File: src/rtl/bflash_pkg.sv
package bflash_pkg;

  typedef enum logic [2:0] {
    ST_IDLE,
    ST_AADR,
    ST_AWAIT,
    ST_BADR,
    ST_BWAIT,
    ST_WADR,
    ST_WPULSE,
    ST_TURN
  } bf_state_e;

  localparam logic [1:0] SZ_BYTE = 2'd0;
  localparam logic [1:0] SZ_HALF = 2'd1;
  localparam logic [1:0] SZ_WORD = 2'd2;

endpackage

File: src/rtl/bflash_clkdiv.sv
module bflash_clkdiv #(
  parameter int DIVW = 4
) (
  input  logic            clk,
  input  logic            rst,
  input  logic            run,
  input  logic [DIVW-1:0] div,
  output logic            fl_clk,
  output logic            rise
);
  logic [DIVW-1:0] dcnt;
  logic            tick;

  assign tick = run && (dcnt == div);
  assign rise = tick && !fl_clk;

  always_ff @(posedge clk) begin
    if (rst || !run) begin
      dcnt   <= '0;
      fl_clk <= 1'b0;
    end else if (tick) begin
      dcnt   <= '0;
      fl_clk <= ~fl_clk;
    end else begin
      dcnt   <= dcnt + 1'b1;
    end
  end


  clk_hold_chk: assert property (@(posedge clk) disable iff (rst)
    (run && !tick) |=> (!run || $stable(fl_clk)));


  clk_idle_chk: assert property (@(posedge clk) disable iff (rst)
    !$past(run) |-> !fl_clk);

endmodule

File: src/rtl/bflash_rdasm.sv
module bflash_rdasm #(
  parameter int DW = 16
) (
  input  logic          clk,
  input  logic          rst,
  input  logic          samp,
  input  logic          last,
  input  logic [1:0]    size,
  input  logic          lane,
  input  logic [DW-1:0] din,
  output logic [2*DW-1:0] rdata
);
  localparam int BW = DW / 2;

  logic [DW-1:0] lo_q;

  always_ff @(posedge clk) begin
    if (rst) begin
      lo_q  <= '0;
      rdata <= '0;
    end else if (samp) begin
      if (!last) begin
        lo_q <= din;
      end else if (size[1]) begin
        rdata <= {din, lo_q};
      end else if (size[0]) begin
        rdata <= {{DW{1'b0}}, din};
      end else begin
        rdata <= {{(2*DW-BW){1'b0}}, (lane ? din[DW-1:BW] : din[BW-1:0])};
      end
    end
  end

endmodule

File: src/rtl/bflash_fsm.sv
module bflash_fsm
  import bflash_pkg::*;
#(
  parameter int AW = 24,
  parameter int DW = 16,
  parameter int CW = 4
) (
  input  logic          clk,
  input  logic          rst,
  input  logic          req_valid,
  input  logic          req_write,
  input  logic [1:0]    req_mode,
  input  logic [1:0]    req_size,
  input  logic [AW-1:0] req_addr,
  input  logic [DW-1:0] req_wdata,
  input  logic [CW-1:0] cfg_acc,
  input  logic [CW-1:0] cfg_pacc,
  input  logic [CW-1:0] cfg_turn,
  input  logic          cfg_mux,
  input  logic          cfg_proto,
  input  logic          rise,
  output logic          run,
  output logic          samp,
  output logic          last,
  output logic [1:0]    size_q,
  output logic          lane,
  output logic          ready,
  output logic          fl_ce_n,
  output logic          fl_oe_n,
  output logic          fl_we_n,
  output logic          fl_adv_n,
  output logic [AW-2:0] fl_addr,
  output logic [DW-1:0] fl_ad_o,
  output logic          fl_ad_oe
);
  localparam int FAW = AW - 1;
  localparam int AL  = (FAW < DW) ? FAW : DW;

  bf_state_e      st, st_n;
  logic [CW-1:0]  cnt, cnt_n, acc1, pacc1;
  logic [FAW-1:0] hwa, hwa_n;
  logic           beat, beat_n;
  logic [1:0]     size_n, mode_q, mode_n;
  logic           lane_n;
  logic [DW-1:0]  wd, wd_n;
  logic           rdy_n, adr_n, wr_n;

  function automatic logic [DW-1:0] bus_addr(input logic [FAW-1:0] a);
    logic [DW-1:0] r;
    r = '0;
    r[AL-1:0] = a[AL-1:0];
    return r;
  endfunction

  assign acc1  = (cfg_acc  == '0) ? CW'(1) : cfg_acc;
  assign pacc1 = (cfg_pacc == '0) ? CW'(1) : cfg_pacc;
  assign run   = (st == ST_BADR) || (st == ST_BWAIT);

  always_comb begin
    st_n   = st;
    cnt_n  = cnt;
    hwa_n  = hwa;
    beat_n = beat;
    size_n = size_q;
    mode_n = mode_q;
    lane_n = lane;
    wd_n   = wd;
    samp   = 1'b0;
    last   = 1'b0;
    rdy_n  = 1'b0;
    case (st)
      ST_IDLE: begin
        if (req_valid) begin
          size_n = req_size;
          mode_n = req_mode;
          lane_n = req_addr[0];
          wd_n   = req_wdata;
          beat_n = 1'b0;
          if (req_write) begin
            hwa_n = req_addr[AW-1:1];
            st_n  = ST_WADR;
          end else begin
            hwa_n = req_size[1] ? {req_addr[AW-1:2], 1'b0} : req_addr[AW-1:1];
            st_n  = req_mode[1] ? ST_BADR : ST_AADR;
          end
        end
      end
      ST_AADR: begin
        st_n  = ST_AWAIT;
        cnt_n = acc1;
      end
      ST_AWAIT: begin
        if (cnt == CW'(1)) begin
          samp = 1'b1;
          if (beat == size_q[1]) begin
            last  = 1'b1;
            rdy_n = 1'b1;
            st_n  = ST_TURN;
            cnt_n = cfg_turn;
          end else begin
            beat_n = 1'b1;
            hwa_n  = hwa + 1'b1;
            if (mode_q[0]) cnt_n = pacc1;
            else           st_n  = ST_AADR;
          end
        end else begin
          cnt_n = cnt - 1'b1;
        end
      end
      ST_BADR: begin
        if (rise) begin
          st_n  = ST_BWAIT;
          cnt_n = acc1;
        end
      end
      ST_BWAIT: begin
        if (rise) begin
          if (cnt == CW'(1)) begin
            samp = 1'b1;
            if (beat == size_q[1]) begin
              last  = 1'b1;
              rdy_n = 1'b1;
              st_n  = ST_TURN;
              cnt_n = cfg_turn;
            end else begin
              beat_n = 1'b1;
              hwa_n  = hwa + 1'b1;
            end
          end else begin
            cnt_n = cnt - 1'b1;
          end
        end
      end
      ST_WADR: begin
        st_n  = ST_WPULSE;
        cnt_n = acc1;
      end
      ST_WPULSE: begin
        if (cnt == CW'(1)) begin
          rdy_n = 1'b1;
          st_n  = ST_TURN;
          cnt_n = cfg_turn;
        end else begin
          cnt_n = cnt - 1'b1;
        end
      end
      ST_TURN: begin
        if (cnt == '0) st_n = ST_IDLE;
        else           cnt_n = cnt - 1'b1;
      end
      default: st_n = ST_IDLE;
    endcase
  end

  assign adr_n = (st_n == ST_AADR) || (st_n == ST_BADR) || (st_n == ST_WADR);
  assign wr_n  = (st_n == ST_WADR) || (st_n == ST_WPULSE);

  always_ff @(posedge clk) begin
    if (rst) begin
      st       <= ST_IDLE;
      cnt      <= '0;
      hwa      <= '0;
      beat     <= 1'b0;
      size_q   <= '0;
      mode_q   <= '0;
      lane     <= 1'b0;
      wd       <= '0;
      ready    <= 1'b0;
      fl_ce_n  <= 1'b1;
      fl_oe_n  <= 1'b1;
      fl_we_n  <= 1'b1;
      fl_adv_n <= 1'b1;
      fl_addr  <= '0;
      fl_ad_o  <= '0;
      fl_ad_oe <= 1'b0;
    end else begin
      st       <= st_n;
      cnt      <= cnt_n;
      hwa      <= hwa_n;
      beat     <= beat_n;
      size_q   <= size_n;
      mode_q   <= mode_n;
      lane     <= lane_n;
      wd       <= wd_n;
      ready    <= rdy_n;
      fl_ce_n  <= (st_n == ST_IDLE) || (st_n == ST_TURN);
      fl_oe_n  <= !((st_n == ST_AWAIT) || (st_n == ST_BWAIT));
      fl_we_n  <= (st_n != ST_WPULSE);
      fl_adv_n <= !(adr_n || ((st_n == ST_BWAIT) && cfg_proto && beat_n));
      fl_addr  <= hwa_n;
      fl_ad_oe <= (cfg_mux && adr_n) || wr_n;
      if (cfg_mux && adr_n) fl_ad_o <= bus_addr(hwa_n);
      else if (wr_n)        fl_ad_o <= wd_n;
    end
  end


  we_oe_excl_chk: assert property (@(posedge clk) disable iff (rst)
    !(!fl_we_n && !fl_oe_n));


  rdy_pulse_chk: assert property (@(posedge clk) disable iff (rst)
    ready |=> !ready);


  turn_ce_chk: assert property (@(posedge clk) disable iff (rst)
    ready |-> fl_ce_n);


  sep_quiet_chk: assert property (@(posedge clk) disable iff (rst)
    (!cfg_mux && !fl_oe_n) |-> !fl_ad_oe);


  mux_addr_chk: assert property (@(posedge clk) disable iff (rst)
    (cfg_mux && !fl_adv_n && fl_oe_n) |-> (fl_ad_oe && fl_ad_o == bus_addr(fl_addr)));


  adv_clkproto_chk: assert property (@(posedge clk) disable iff (rst)
    (!cfg_proto && !fl_oe_n) |-> fl_adv_n);

endmodule

File: src/rtl/bflash_ctrl.sv
module bflash_ctrl #(
  parameter int AW   = 24,
  parameter int CW   = 4,
  parameter int DIVW = 4
) (
  input  logic            clk,
  input  logic            rst,
  input  logic            req_valid,
  input  logic            req_write,
  input  logic [1:0]      req_mode,
  input  logic [1:0]      req_size,
  input  logic [AW-1:0]   req_addr,
  input  logic [15:0]     req_wdata,
  output logic            ready,
  output logic [31:0]     rdata,
  input  logic [DIVW-1:0] cfg_div,
  input  logic [CW-1:0]   cfg_acc,
  input  logic [CW-1:0]   cfg_pacc,
  input  logic [CW-1:0]   cfg_turn,
  input  logic            cfg_mux,
  input  logic            cfg_proto,
  output logic            fl_clk,
  output logic            fl_adv_n,
  output logic            fl_ce_n,
  output logic            fl_oe_n,
  output logic            fl_we_n,
  output logic [AW-2:0]   fl_addr,
  output logic [15:0]     fl_ad_o,
  output logic            fl_ad_oe,
  input  logic [15:0]     fl_ad_i
);
  localparam int DW = 16;

  logic       run, rise, samp, last, lane;
  logic [1:0] size_q;

  bflash_clkdiv #(.DIVW(DIVW)) u_clkdiv (
    .clk    (clk),
    .rst    (rst),
    .run    (run),
    .div    (cfg_div),
    .fl_clk (fl_clk),
    .rise   (rise)
  );

  bflash_fsm #(.AW(AW), .DW(DW), .CW(CW)) u_fsm (
    .clk       (clk),
    .rst       (rst),
    .req_valid (req_valid),
    .req_write (req_write),
    .req_mode  (req_mode),
    .req_size  (req_size),
    .req_addr  (req_addr),
    .req_wdata (req_wdata),
    .cfg_acc   (cfg_acc),
    .cfg_pacc  (cfg_pacc),
    .cfg_turn  (cfg_turn),
    .cfg_mux   (cfg_mux),
    .cfg_proto (cfg_proto),
    .rise      (rise),
    .run       (run),
    .samp      (samp),
    .last      (last),
    .size_q    (size_q),
    .lane      (lane),
    .ready     (ready),
    .fl_ce_n   (fl_ce_n),
    .fl_oe_n   (fl_oe_n),
    .fl_we_n   (fl_we_n),
    .fl_adv_n  (fl_adv_n),
    .fl_addr   (fl_addr),
    .fl_ad_o   (fl_ad_o),
    .fl_ad_oe  (fl_ad_oe)
  );

  bflash_rdasm #(.DW(DW)) u_rdasm (
    .clk   (clk),
    .rst   (rst),
    .samp  (samp),
    .last  (last),
    .size  (size_q),
    .lane  (lane),
    .din   (fl_ad_i),
    .rdata (rdata)
  );

endmodule

File: config.mk
export PLATFORM = sky130hd
export DESIGN_NAME = bflash_ctrl
export DESIGN_NICKNAME = d
export VERILOG_FILES = /design/src/rtl/bflash_pkg.sv /design/src/rtl/bflash_clkdiv.sv /design/src/rtl/bflash_rdasm.sv /design/src/rtl/bflash_fsm.sv /design/src/rtl/bflash_ctrl.sv
export SDC_FILE = /design/constraint.sdc
export NUM_CORES = 1
export LEC_CHECK = 0
export ABC_CLOCK_PERIOD_IN_PS = 3400
export BUFFER_PORTS_ARGS = -buffer_cell sky130_fd_sc_hd__buf_2
export CAP_MARGIN = 20
export CORE_MARGIN = 10
export CORE_UTILIZATION = 48
export DETAILED_ROUTE_END_ITERATION = 12
export PLACE_DENSITY = 0.76
export SYNTH_ARGS = -nofsm -noshare
export SYNTH_HDL_FRONTEND = slang
export SYNTH_SLANG_ARGS = --single-unit
File: constraint.sdc
create_clock -name clk -period 3.4 [get_ports clk]
set_input_delay 1.02 -clock clk [delete_from_list [all_inputs] [get_ports clk]]
set_output_delay 1.02 -clock clk [all_outputs]
set_load 0.005 [all_outputs]
Yosys cells after proc, flatten, opt, wreduce, memory -nomap -nowiden
Index checks and enable logic that the tools add are counted.

Bits in registers: 126. Bits in latches: 0. RAM bits: 0. Memory bits (read-only): 0. Output and inout port bits: 78. Logic and storage cells: 134. Memories kept: 0.

$add $sub $neg: 3. Multiply operators: 0. Divide/modulo/power cells: 0. Magnitude comparators: 0. Equality and inequality tests: 24. Shifts and indexed selects: 0. Mux-type cells: 52. Bitwise logic cells: 2. Reductions and logical operators: 33.

Operator list (count): 2-to-1 mux 23 bit (4); 2-to-1 mux 16 bit (5); case mux 23 bit (3 select lines) (1); 2-to-1 mux 4 bit (11); 2-to-1 mux 3 bit (11); 2-to-1 mux 32 bit (1); equality test 3 bit, second input constant (8); case mux 3 bit (8 select lines) (1); case mux 4 bit (6 select lines) (1); adder 23 x 1 -> 23 bit, second input constant (1); equality test 3 x 2 -> 1 bit, second input constant (4); zero test 4 bit (3); 2-to-1 mux 1 bit (11); logical OR 1 bit (9); 2-to-1 mux 8 bit (1); inequality test 2 bit, second input constant (4); equality test 3 x 1 -> 1 bit, second input constant (2); zero test 3 bit (2); inequality test 3 bit, second input constant (2); case mux 1 bit (3 select lines) (2); AND reduction 2 bit (3); AND reduction 6 bit (1); nonzero test 6 bit (1); logical AND 1 bit (5); 14 further kinds (20).

Logic depth before layout (Yosys ltp)
Gate-level depths: netlist of run 1.

Depth in word-level cells: 11. Depth in mapped cells: 14.

Modules after synthesis
A second synthesis of run 1 with hierarchy kept.

Cell total of the unflattened synthesis: 758. Area, all modules: 6431.2 µm².

Modules (own cells, without submodules): bflash_fsm (times used 1, cells each 497, area each 4081.4 µm²); bflash_rdasm (times used 1, cells each 237, area each 2095.8 µm²); bflash_clkdiv (times used 1, cells each 24, area each 254.0 µm²).

Worst setup path after synthesis of run 1
OpenSTA, ideal clock, no wires.

Kind: register -> register. From: register u_fsm.size_q[1]. To: register u_fsm.fl_addr[19]. Library setup time: 0.128 ns. Arrival: 3.097 ns. Slack: 0.175 ns. Stages on the path, launching flop included: 15. Buffers on the path: 5. Path through: dfxtp_1 > clkbuf_1 > inv_1 > clkbuf_1 > clkbuf_1 > ha_1 > buf_2 > nor4bb_1 > clkbuf_1 > nand2_1 > nor4_1 > nand4_1 > xnor2_1 > a222oi_1 > nor2_1.

Longest elaborated chain between the ends: 5.

RTL lines: from (decl) (RTL line bflash_fsm.sv:25) `output logic [1:0] size_q,`; from (signal assigned) (RTL line bflash_fsm.sv:181) `size_q <= size_n;`; equality test 1 bit * (RTL line bflash_fsm.sv:95, bflash_fsm.sv:120); 2-to-1 mux 23 bit * (RTL line bflash_fsm.sv:95, bflash_fsm.sv:120); 2-to-1 mux 23 bit * (RTL line bflash_fsm.sv:118) `if (cnt == CW'(1)) begin`; 2-to-1 mux 23 bit (RTL line bflash_fsm.sv:117) `if (rise) begin`; case mux 23 bit (3 select lines) * (RTL line bflash_fsm.sv:71) `case (st)`; to (signal assigned) (RTL line bflash_fsm.sv:190) `fl_addr <= hwa_n;`; to (decl) (RTL line bflash_fsm.sv:32) `output logic [AW-2:0] fl_addr,`.

Mark *: on every way between the ends. The rest lies on a longest branch, timed or not. The select of a mux whose other input is x is not followed. A chain may end at the register's enable or synchronous reset.

Final worst setup path of run 1
From: register u_fsm.size_q[1]. To: register u_fsm.fl_addr[22].

The elaborated chain is that of the path after synthesis.

==> metrics.md, run 1 <==
| Metric | Value |
|---|---|
| Avg Synthesized Cell Area | 7.868 µm² |
| Total GRT Usage | 0.2173 |
| Vias per inst | approximately 5.7 |
| CTS tree | done |
| DRC violations left | 0 |
| Critical Path Fanout Max | 9 |
| Crit path kind | flop to flop |
| Clk_lat worst skew | between 0.4 and 0.5 ns |
| Largest net degree at the start of global routing | 42 |
| Fin. Hold Viols | 0 |
| Hold Crit Start | u_rdasm.rdata[26]$_SDFFE_PP0P_ |
| Placer congestion estimate | 0.8802 |
| Fillcell total | 1145 |
| Synth top area share | 0.4105 |
| F_max | between 300 and 400 MHz |
| DR pass1 iterations | 5 |
| Final Instance Area | 7732 µm² |
| Status | completed |
| Setup violators final | 0 |
| WHS Endpoint | u_rdasm.rdata[26]$_SDFFE_PP0P_ |
| Synth Flop Type | dfxtp_1 |
| Final wirelength | ~20 mm |
| Power Total | about 5.6 mW |
| Via count | 6280 |
| Max Cap Violations | 0 |
| # rows | 41 |
| Die H | around 130 µm |
| Gr ovfl total | 0 |
| Vias in the first global route | 6047 |
| Initial antenna violation count | 1 |
| Slew headroom | 0.3217 |
| WHS Path Cells | 2 |
| Final Critical Period | 2.853 ns |
| Layout Nets | 1013 |
| Startpoint Class | flop |
| Synthesized netlist cell count | 781 |
| Synth cell types | 69 |
| Crit path required time | 3.70 ns |
| IO Port Bufs | 159 |
| Power density of the placed cells | 725.4 nW/µm² |
| Maximum vdd drop | between 0.0004 and 0.0005 V |
| 1st-iter DRT viols | 532 |
| R2r endpoint | u_fsm.fl_addr[22]$_SDFFE_PP0P_ |
| Async SR Flop Fraction | 0 |
| Root Driver | clkbuf_16 |
| Critical Path Sink Type | flop |
| Hold_buf cts | 0 |
| Clock slew at reported path FFs | 0.06 ns |
| RSZ-0062 raised after global routing | false |
| Num CTS Buffers | 17 |
| Synth warn | 0 |
| Fin crit share | 0.8392 |
| Share of layout cells above drive strength 1 | 0.2444 |
| Layout Cells excl Fill | 1110 |
| Leakage power total | 3.149 nW |
| Core Area | 12570 µm² |
| Post-synth EDFFs | 0 |
| Flops & latches, synth | roughly 130 |
| Synth area leader | dfxtp_1 |
| Hold Path Class | flop to flop |
| Detailed Place HPWL | 13.62 mm |
| # IOs | 160 |
| Post-Synthesis Cell Area | 6145 µm² |
| TritonCTS Sinks | about 130 |
| Initial Util | 0.4889 |
| PostCTS Resize Cnt | 0 |
| H-tree levels | 4 |
| Drt wl/cell | 17.58 µm |
| Die Width | 133.1 µm |
| Worst R2R Start | u_fsm.size_q[1]$_SDFFE_PP0P_ |
| Reg2reg path depth | 9 |
| Synth area leaders | dfxtp_1 41%, nand2_1 8.7%, a21oi_1 8.1%, nand3_1 4.0%, nor2_1 3.1% |
| Crit path arrival time | 3.15 ns |
| Fin util | 0.6152 |
| Max Slew Vio Count | 0 |
| Area after DPL | 7111 µm² |
| P&R area growth vs syn | 25.84% |
| Net Count, Synth | 869 |
| Worst reg2reg setup slack | 0.55 ns |
| Fin Clk Skew | 0.007282 ns |
| Setup Buffers After CTS | 0 |
| Post-route ant nets | 0 |
| Inst Count DP | 1077 |
| Sequential fraction of the synthesis area | 0.4105 |
| Clock buffer depth | 2 |
| Full die area | 17730 µm² |
| First-pass GRT wire length | 31.77 mm |
| Setup TNS | 0 ns |
| Slew @ Worst Pin | 1.015 ns |
[flip-flops by register name, summed over array words and instances, names as in the netlist]
name             flops
u_rdasm.rdata       32
u_fsm.fl_addr       23
u_fsm.fl_ad_o       16
u_fsm.wd            16
u_rdasm.lo_q        16
u_clkdiv.dcnt        4
u_fsm.cnt            4
u_fsm.st             3
u_fsm.size_q         2
u_clkdiv.fl_clk      1
u_fsm.beat           1
u_fsm.fl_ad_oe       1
u_fsm.fl_adv_n       1
u_fsm.fl_ce_n        1
u_fsm.fl_oe_n        1
u_fsm.fl_we_n        1
u_fsm.lane           1
u_fsm.mode_q         1
u_fsm.ready          1
[critical path, stage by stage (launching register included)]
cell       delay (ns)
dfxtp_1          0.32
inv_1            0.06
ha_1             0.50
nand4bb_1        0.37
nor4_1           0.45
nand4_1          0.26
nor2_1           0.33
nand4_1          0.16
mux2i_1          0.19
a21oi_1          0.08
[stage by stage]
step                hold slack (ns)  setup slack (ns)
floorplan                    0.4318            0.1754
global placement             0.4353            0.2189
detailed placement           0.4424            0.1663
CTS                          0.4496            0.5745
global route                 0.4686            0.3361
finish                       0.4477            0.5466
[how the worst max path moves through the flow]
stage	from	slack [ns]	to	cells after the start
6_report	u_fsm.size_q[1]$_SDFFE_PP0P_	0.55	u_fsm.fl_addr[22]$_SDFFE_PP0P_	9
3_3_place_gp	cfg_div[0]	0.22	u_fsm.fl_ad_o[9]$_SDFFE_PP0P_	8
3_5_place_dp	cfg_div[0]	0.17	u_fsm.fl_ad_o[9]$_SDFFE_PP0P_	8
2_1_floorplan	u_fsm.size_q[1]$_SDFFE_PP0P_	0.18	u_fsm.fl_addr[19]$_SDFFE_PP0P_	14
5_1_grt	u_fsm.size_q[1]$_SDFFE_PP0P_	0.34	u_fsm.fl_addr[22]$_SDFFE_PP0P_	9
4_1_cts	u_fsm.size_q[1]$_SDFFE_PP0P_	0.57	u_fsm.fl_addr[22]$_SDFFE_PP0P_	9
[synthesized netlist by cell type, types with 5 or more instances]
cell type  instances
a211oi_1          10
a21oi_1           99
a222oi_1           6
a22oi_1            6
a2bb2oi_1         10
a31oi_1            7
and2_1            10
and3_1             9
buf_2             11
clkbuf_1          44
dfxtp_1          126
ha_1               6
inv_1             11
mux2i_1           11
nand2_1          143
nand3_1           49
nand4_1           13
nor2_1            50
nor3_1            22
o211ai_1          13
o21a_1             5
o21ai_0           25
xnor2_1           15
[area by class of cell]
type	count	area, µm²	area share
Multi-Input combinational cell	584	3333	0.4311
Sequential cell	126	2522	0.3262
Timing Repair Buffer	185	1006	0.1301
Clock buffer	20	446.7	0.05777
Tap cell	172	215.2	0.02783
Clock inverter	11	165.2	0.02136
Inverter	11	41.29	0.005340
Antenna cell	1	2.502	0.0003236
[cell usage in the layout, fill, tap and decap left out, types with 7 or more instances in the layout]
master	count
a211oi_1	10
inv_1	11
and3_1	9
nor2_1	48
o21ai_0	25
nor3_1	22
a21oi_1	99
nand2_1	143
a31oi_1	7
and2_1	10
xnor2_1	15
dfxtp_1	126
o211ai_1	13
buf_2	158
mux2i_1	11
nand3_1	49
clkbuf_16	17
buf_4	26
a2bb2oi_1	10
nand4_1	13
[power breakdown]
group          internal [mW]  switching (mW)
clock network           1.24           0.660
registers               1.70           0.232
logic                  0.741            1.04
[routing by layer]
metal,track usage,wire (µm)
met1,0.2799,8573
met2,0.3320,8911
met3,0.07368,1717
met4,0.07557,311
met5,0,0
[cell families (layout without fill, tap and decap cells)]
group / count (synthesis) / in the layout / synth area share
fa+ha+maj: 6 / 6 / 0.01222
simple gates: 334 / 334 / 0.2598
xor+xnor: 19 / 19 / 0.02708
compound gates: 212 / 212 / 0.2201
mux: 13 / 13 / 0.02158
buf+inv: 71 / 227 / 0.04867
other cells: 0 / 1 / 0
flops: 126 / 126 / 0.4105
Note: power is estimated with default switching activity, not from simulation.
==> inputs of run 2 (changes only) <==
--- a/config.mk
+++ b/config.mk
@@ -5,13 +5,14 @@
 export SDC_FILE = /design/constraint.sdc
 export NUM_CORES = 1
 export LEC_CHECK = 0
-export ABC_CLOCK_PERIOD_IN_PS = 3400
+export ABC_AREA = 1
+export ABC_CLOCK_PERIOD_IN_PS = 2800
 export BUFFER_PORTS_ARGS = -buffer_cell sky130_fd_sc_hd__buf_2
 export CAP_MARGIN = 20
 export CORE_MARGIN = 10
-export CORE_UTILIZATION = 48
+export CORE_UTILIZATION = 54
 export DETAILED_ROUTE_END_ITERATION = 12
-export PLACE_DENSITY = 0.76
+export PLACE_DENSITY = 0.81
 export SYNTH_ARGS = -nofsm -noshare
 export SYNTH_HDL_FRONTEND = slang
 export SYNTH_SLANG_ARGS = --single-unit
==> constraint.sdc (replaced) <==
create_clock -name clk -period 2.8 [get_ports clk]
set_input_delay 0.84 -clock clk [delete_from_list [all_inputs] [get_ports clk]]
set_output_delay 0.84 -clock clk [all_outputs]
set_load 0.005 [all_outputs]
==> metrics.md, run 2 <==
| Metric | Value |
|---|---|
| Status | completed |
| Initial Util | 0.5479 |
| Synth area leader | dfxtp_1 |
| P&R area growth vs syn | 23.50% |
| Clock share of power | 0.310 |
| PostCTS Resize Cnt | 0 |
| Fin Clk Skew | between 0.007 and 0.008 ns |
| Fin. Hold Viols | 0 |
| RSZ-0062 raised after global routing | false |
| Sw Ratio | 0.3736 |
| CTS tree | done |
| F_max | 390.6 MHz |
| Slew headroom | 0.6137 |
| Die Width | 129.9 µm |
| Registers with the most flip-flops | u_rdasm.rdata: 32 flops, u_fsm.fl_addr: 23 flops |
| Flops & latches, synth | 126 |
| Startpoint Class | flop |
| Crit path required time | 3.15 ns |
| Drt wl/cell | 15.18 µm |
| Synth area leaders | dfxtp_1 39%, nand2_1 12%, nor2_1 7.0%, o21ai_0 6.6%, a21oi_1 5.4% |
| Layout Nets | 1188 |
| Setup Buffers After CTS | 0 |
| Detailed Place HPWL | 13.95 mm |
| Internal power | about 4.7 mW |
| Share of layout cells above drive strength 1 | 0.2230 |
| Most common cell after layout, fill and taps aside | nand2_1 |
| Gr ovfl total | 0 |
| Critical Path Fanout Max | 17 |
| Simple-gate portion of the synthesized area | 0.3271 |
| Core Area | roughly 12000 µm² |
| Max Cap Violations | 0 |
| Via count | 6721 |
| # rows | 40 |
| Clk_lat worst skew | around 0.42 ns |
| Final Instance Area | about 8100 µm² |
| Full die area | 16880 µm² |
| Crit path arrival time | 2.91 ns |
| Final Critical Period | 2.560 ns |
| Post-Synth XOR/XNOR Area | 0.009394 |
| Slew @ Worst Pin | 0.5786 ns |
| Async SR Flop Fraction | 0 |
| WHS Path Cells | 2 |
| Fin crit share | 0.9144 |
| Maximum vdd drop | 0.0005383 V |
| N_diodes | 0 |
| Post-synth EDFFs | 0 |
| Synth Flop Type | dfxtp_1 |
| Reg2reg path depth | 15 |
| Post-route ant nets | 0 |
| Post-Synthesis Cell Area | 6526 µm² |
| DR pass1 iterations | 5 |
| Max Slew Vio Count | 0 |
| Fillcell total | 1064 |
| Adder-Cell Fraction of Synth Area | 0.01150 |
| Avg Synthesized Cell Area | 6.899 µm² |
| Largest register by flop count | u_rdasm.rdata |
| Largest net degree at the start of global routing | between 40 and 50 |
| Setup violators final | 0 |
| 1st-iter DRT viols | between 500 and 600 |
| H-tree levels | 4 |
| Psw | about 2.8 mW |
| Post-synthesis compound-gate area fraction | 0.1561 |
| Hold Path Class | flop to flop |
| Die H | 129.9 µm |
| Clock buffer depth | 2 |
| Critical Path Sink Type | flop |
| Placer congestion estimate | 0.9022 |
| Setup TNS | 0 ns |
| Combinational Power Share | 0.371 |
| Initial antenna violation count | 1 |
| Crit path kind | flop to flop |
| Commonest cells post-synth | 213 x nand2_1, 126 x dfxtp_1, 121 x nor2_1 |
| Sequential fraction of the synthesis area | 0.3865 |
| Final wirelength | 19.11 mm |
| Largest register FFs | 32 |
| Synthesized netlist cell count | 946 |
| Root Driver | clkbuf_16 |
| Flop pwr share | 0.319 |
| Synth cell types | 41 |
| Num CTS Buffers | 17 |
| Most common cell in the synthesized netlist | nand2_1 |
| Synth warn | 0 |
| Vias in the first global route | 6318 |
| Total GRT Usage | 0.2238 |
| First-pass GRT wire length | 30.71 mm |
| Vias per inst | 5.338 |
| Synth top area share | 0.3865 |
| IO Port Bufs | 159 |
| # IOs | 160 |
| Area after DPL | between 7000 and 8000 µm² |
| Power density of the placed cells | roughly 920 nW/µm² |
| Hold_buf cts | 0 |
| DRC violations left | 0 |
| Net Count, Synth | 1034 |
| Power Total | 7.428 mW |
| Leakage power total | 3.957 nW |
| Clock slew at reported path FFs | ~0.06 ns |
| Mux cell area share after synthesis | 0.02454 |
| Most frequent cells in the layout | 213 x nand2_1, 159 x buf_2, 126 x dfxtp_1, 121 x nor2_1, 86 x o21ai_0 |
| Largest family of logic cells by synthesized area | simple AND/OR/NAND/NOR gates |
| TritonCTS Sinks | 126 |
run 2: per-layer routing:
layer | wire [µm] | GRT usage
met5 | 0 | 0
met4 | 397 | 0.08466
met3 | 1632 | 0.06734
met2 | 8598 | 0.3494
met1 | 8479 | 0.2851
run 2: power groups by stage:
stage | logic, mW | registers [mW] | clock network, mW
after floorplan | 1.90 | 2.36 | 0
after global placement | 2.67 | 2.39 | 0
after detailed placement | 2.72 | 2.39 | 0
after CTS | 2.75 | 2.36 | 2.32
after global routing | 3.12 | 2.41 | 2.40
final | 2.76 | 2.37 | 2.30
run 2: kinds of logic after synthesis:
logic type               Yosys count
flip-flops                       126
AND/OR/NAND/NOR                  468
AO/OA/AOI/OAI                    190
buffers and inverters            133
multiplexers                      16
adder cells (fa/ha/maj)            6
XOR/XNOR                           7
run 2: per-stage QoR:
| stage | util | hold slack, ns | cells | setup WS [ns] |
|---|---|---|---|---|
| floorplan | - | 0.4409 | 946 | 0.2679 |
| global placement | 0.6252 | 0.4536 | 1228 | 0.1645 |
| detailed placement | 0.6252 | 0.4566 | 1228 | 0.09499 |
| CTS | 0.6767 | 0.4659 | 1259 | 0.2642 |
| global route | 0.6767 | 0.4843 | 1259 | 0.04979 |
| finish | 0.6767 | 0.4696 | 1259 | 0.2396 |
run 2: cell type report:
type,count,area (µm²),area share
clock inverters,11,166.4,0.02065
flip-flops and latches,126,2522,0.3129
inverters,90,340.3,0.04222
clock buffers,20,446.7,0.05542
well taps,147,183.9,0.02282
multi-input cells,687,3450,0.4280
repair buffers,178,950.9,0.1180
run 2: final timing paths:
| path | start | endpoint | slack, ns |
|---|---|---|---|
| worst max-delay path | u_fsm.size_q[1]$_SDFFE_PP0P_ | u_fsm.fl_ad_o[11]$_SDFFE_PP0P_ | 0.24 |
| worst min-delay path | u_rdasm.rdata[4]$_SDFFE_PP0P_ | u_rdasm.rdata[4]$_SDFFE_PP0P_ | 0.47 |
| worst max register to register | u_fsm.size_q[1]$_SDFFE_PP0P_ | u_fsm.fl_ad_o[11]$_SDFFE_PP0P_ | 0.24 |
| worst min register to register | u_rdasm.rdata[4]$_SDFFE_PP0P_ | u_rdasm.rdata[4]$_SDFFE_PP0P_ | 0.47 |
run 2: worst max-delay path, stage by stage, from the launching register on:
cell and delay, ns:
dfxtp_1 0.34, inv_2 0.05, ha_1 0.35, inv_1 0.20, nand3_1 0.21, nor2_1 0.22
nor2_1 0.09, nand2_1 0.07, a21oi_1 0.04, nand2_1 0.14, nand4_2 0.15, nand2_4 0.23
inv_4 0.13, nand3b_1 0.10, nand2_1 0.06, nor2_1 0.10
==> inputs of run 3 (changes only) <==
--- a/config.mk
+++ b/config.mk
@@ -6,13 +6,14 @@
 export NUM_CORES = 1
 export LEC_CHECK = 0
 export ABC_AREA = 1
-export ABC_CLOCK_PERIOD_IN_PS = 2800
+export ABC_CLOCK_PERIOD_IN_PS = 2100
 export BUFFER_PORTS_ARGS = -buffer_cell sky130_fd_sc_hd__buf_2
 export CAP_MARGIN = 20
-export CORE_MARGIN = 10
-export CORE_UTILIZATION = 54
+export CORE_MARGIN = 8
+export CORE_UTILIZATION = 49
+export CTS_CLUSTER_SIZE = 14
 export DETAILED_ROUTE_END_ITERATION = 12
-export PLACE_DENSITY = 0.81
+export PLACE_DENSITY = 0.77
 export SYNTH_ARGS = -nofsm -noshare
 export SYNTH_HDL_FRONTEND = slang
 export SYNTH_SLANG_ARGS = --single-unit
==> constraint.sdc (replaced) <==
create_clock -name clk -period 2.1 [get_ports clk]
set_input_delay 0.63 -clock clk [delete_from_list [all_inputs] [get_ports clk]]
set_output_delay 0.63 -clock clk [all_outputs]
set_load 0.005 [all_outputs]
==> metrics.md, run 3 (synthesis gave the netlist of run 2 again) <==
| Metric | Value |
|---|---|
| Via count | 7246 |
| Hold Path Class | input pin to flop |
| Fin crit share | 1.015 |
| Buffers & Inverters on Critical Path | 3 |
| Largest register FFs | 32 |
| IO Port Bufs | 159 |
| DR pass1 iterations | 5 |
| Fin Clk Skew | ~0.012 ns |
| CP Depth | 16 |
| Power density of the placed cells | between 1000 and 1500 nW/µm² |
| Die H | between 100 and 150 µm |
| Slew headroom | 0.6419 |
| Failing checks | setup timing |
| Core Area | 13140 µm² |
| Gr ovfl total | 0 |
| H-tree levels | 4 |
| Multi-input gate area | 3692 µm² |
| Initial antenna violation count | 0 |
| Largest net degree at the start of global routing | 48 |
| # rows | 42 |
| Reg2reg path depth | 16 |
| 1st-iter DRT viols | 689 |
| Drt wl/cell | 15.45 µm |
| Critical Path Fanout Max | 11 |
| R2r endpoint | u_fsm.fl_ad_o[7]$_SDFFE_PP0P_ |
| Vias per inst | 5.320 |
| Largest register by flop count | u_rdasm.rdata |
| Placer congestion estimate | 0.9417 |
| Final Instance Area | 8995 µm² |
| CP max stage delay | between 0.3 and 0.4 ns |
| Worst reg2reg setup slack | -0.03 ns |
| Setup ws final | -0.03131 ns |
| Critical Path Sink Type | flop |
| Area after DPL | 8043 µm² |
| CP delay by family, top | simple AND/OR/NAND/NOR gates |
| Setup violators final | 7 |
| Die Width | 131.4 µm |
| Initial Util | 0.4968 |
| TritonCTS Sinks | 126 |
| Clock buffer depth | 2 |
| Max Cap Violations | 0 |
| Worst setup endpoint | u_fsm.fl_ad_o[7]$_SDFFE_PP0P_ |
| Post-route ant nets | 0 |
| CTS tree | done |
| Fin. Hold Viols | 0 |
| Final wirelength | 21.05 mm |
| RSZ-0062 raised after global routing | true |
| Num CTS Buffers | 17 |
| Status | finished, violations left |
| Vias in the first global route | 6918 |
| Fillcell total | approximately 1100 |
| Root Driver | clkbuf_16 |
| Leakage power total | 4.387 nW |
| Clk_lat worst skew | 0.43 ns |
| Registers with the most flip-flops | u_rdasm.rdata: 32 flops, u_fsm.fl_addr: 23 flops |
| Slew @ Worst Pin | 0.5372 ns |
| Maximum vdd drop | 0.0007246 V |
| First-pass GRT wire length | 33.57 mm |
| Layout Cells excl Fill | between 1000 and 1500 |
| P&R area growth vs syn | 37.83% |
| Clock slew at reported path FFs | 0.06 ns |
| Crit-path cells | inv_6, ha_4, inv_4, nand3_4, nor2_4, nor2_4, nand2_2, a21oi_2, nand3_2, nand3_2, nand2_4, nand2_4, buf_12, nand3b_1, nand2_1, nor2_1 |
| Startpoint Class | flop |
| Crit path required time | 2.42 ns |
| Layout Nets | about 1300 |
| Max Slew Vio Count | 0 |
| DRC violations left | 0 |
| Inst Count DP | 1313 |
| Crit path kind | flop to flop |
| Fin util | 0.6847 |
| F_max | 469.2 MHz |
| Most frequent cells in the layout | 202 x nand2_1, 159 x buf_2, 118 x dfxtp_1, 113 x nor2_1, 83 x o21ai_0 |
| Total GRT Usage | 0.2344 |
| Crit path arrival time | 2.45 ns |
| # IOs | 160 |
| Most common cell after layout, fill and taps aside | nand2_1 |
| FF+latch area | 2545 µm² |
| Detailed Place HPWL | 14.83 mm |
| Final Critical Period | 2.131 ns |
| Hold_buf cts | 0 |
| Critical Path Source | u_fsm.size_q[1]$_SDFFE_PP0P_ |
| Share of layout cells above drive strength 1 | 0.3190 |
| Worst R2R Start | u_fsm.size_q[1]$_SDFFE_PP0P_ |
| Power Total | 10.70 mW |
| Full die area | 17270 µm² |
| CP max stage cell | dfxtp_4 |
run 3: changes by cell type in the layout (fill, tap and decap cells not counted), sizes merged:
| cell | previous run | this run |
|---|---|---|
| diode | 0 | 1 |
| clkinv | 5 | 6 |
| inv | 89 | 92 |
| buf | 178 | 250 |
| bufinv | 4 | 1 |
run 3: where the power goes:
group | internal (mW) | switching (mW) | leakage (nW) | total, mW
sequential | 2.84 | 0.373 | 1.03 | 3.21
combinational | 2.03 | 2.64 | 3.08 | 4.67
clock | 1.69 | 1.13 | 0.273 | 2.82
total | 6.57 | 4.14 | 4.39 | 10.7
run 3: worst min-delay path by stage:
stage                                   from                             end  depth (start not counted)
3_3_place_gp   u_rdasm.rdata[3]$_SDFFE_PP0P_   u_rdasm.rdata[3]$_SDFFE_PP0P_                          2
6_report                          fl_ad_i[4]  u_rdasm.rdata[20]$_SDFFE_PP0P_                          3
4_1_cts                           fl_ad_i[4]  u_rdasm.rdata[20]$_SDFFE_PP0P_                          3
3_5_place_dp   u_rdasm.rdata[2]$_SDFFE_PP0P_   u_rdasm.rdata[2]$_SDFFE_PP0P_                          2
5_1_grt                           fl_ad_i[7]  u_rdasm.rdata[23]$_SDFFE_PP0P_                          3
2_1_floorplan    u_clkdiv.dcnt[0]$_SDFF_PP0_     u_clkdiv.dcnt[0]$_SDFF_PP0_                          1
run 3: layout make-up:
type | instances | share of cell area
clock buffers | 20 | 0.05077
well taps | 176 | 0.02448
clock inverters | 12 | 0.01238
repair buffers | 250 | 0.1794
multi-input cells | 687 | 0.4105
diodes | 1 | 0.0002782
inverters | 90 | 0.03923
flip-flops and latches | 126 | 0.2829
run 3: metal layers:
| metal | share of wire | vias up | GRT usage |
|---|---|---|---|
| met5 | 0 | - | 0 |
| met1 | 0.43 | 3318 | 0.2938 |
| met2 | 0.46 | 316 | 0.3693 |
| li1 | - | 3569 | - |
| met4 | 0.027 | 0 | 0.1015 |
| met3 | 0.075 | 43 | 0.06631 |
run 3: repair_timing:
| item | in CTS | in global routing |
|---|---|---|
| setup buffers | 10 | 6 |
| pin swaps | 10 | 26 |
| endpoints found under the hold margin | 0 | 0 |
| gates resized for setup | 23 | 56 |
| setup endpoints to repair | 22 | 79 |
run 3: metrics by stage:
stage | TNS, ns | setup slack [ns] | hold slack [ns]
floorplan | -1.070 | -0.1058 | 0.4409
global placement | -10.20 | -0.2993 | 0.4499
detailed placement | -12.95 | -0.3071 | 0.4564
CTS | 0 | 0.005947 | 0.4385
global route | -1.971 | -0.1998 | 0.4457
finish | -0.1018 | -0.03131 | 0.4453
run 3: worst min-delay path: cells and delay by family:
family | cells | cell delay, ns
buffers and inverters | 1 | 0.09
AND/OR/NAND/NOR | 1 | 0.07
AO/OA/AOI/OAI | 1 | 0.05
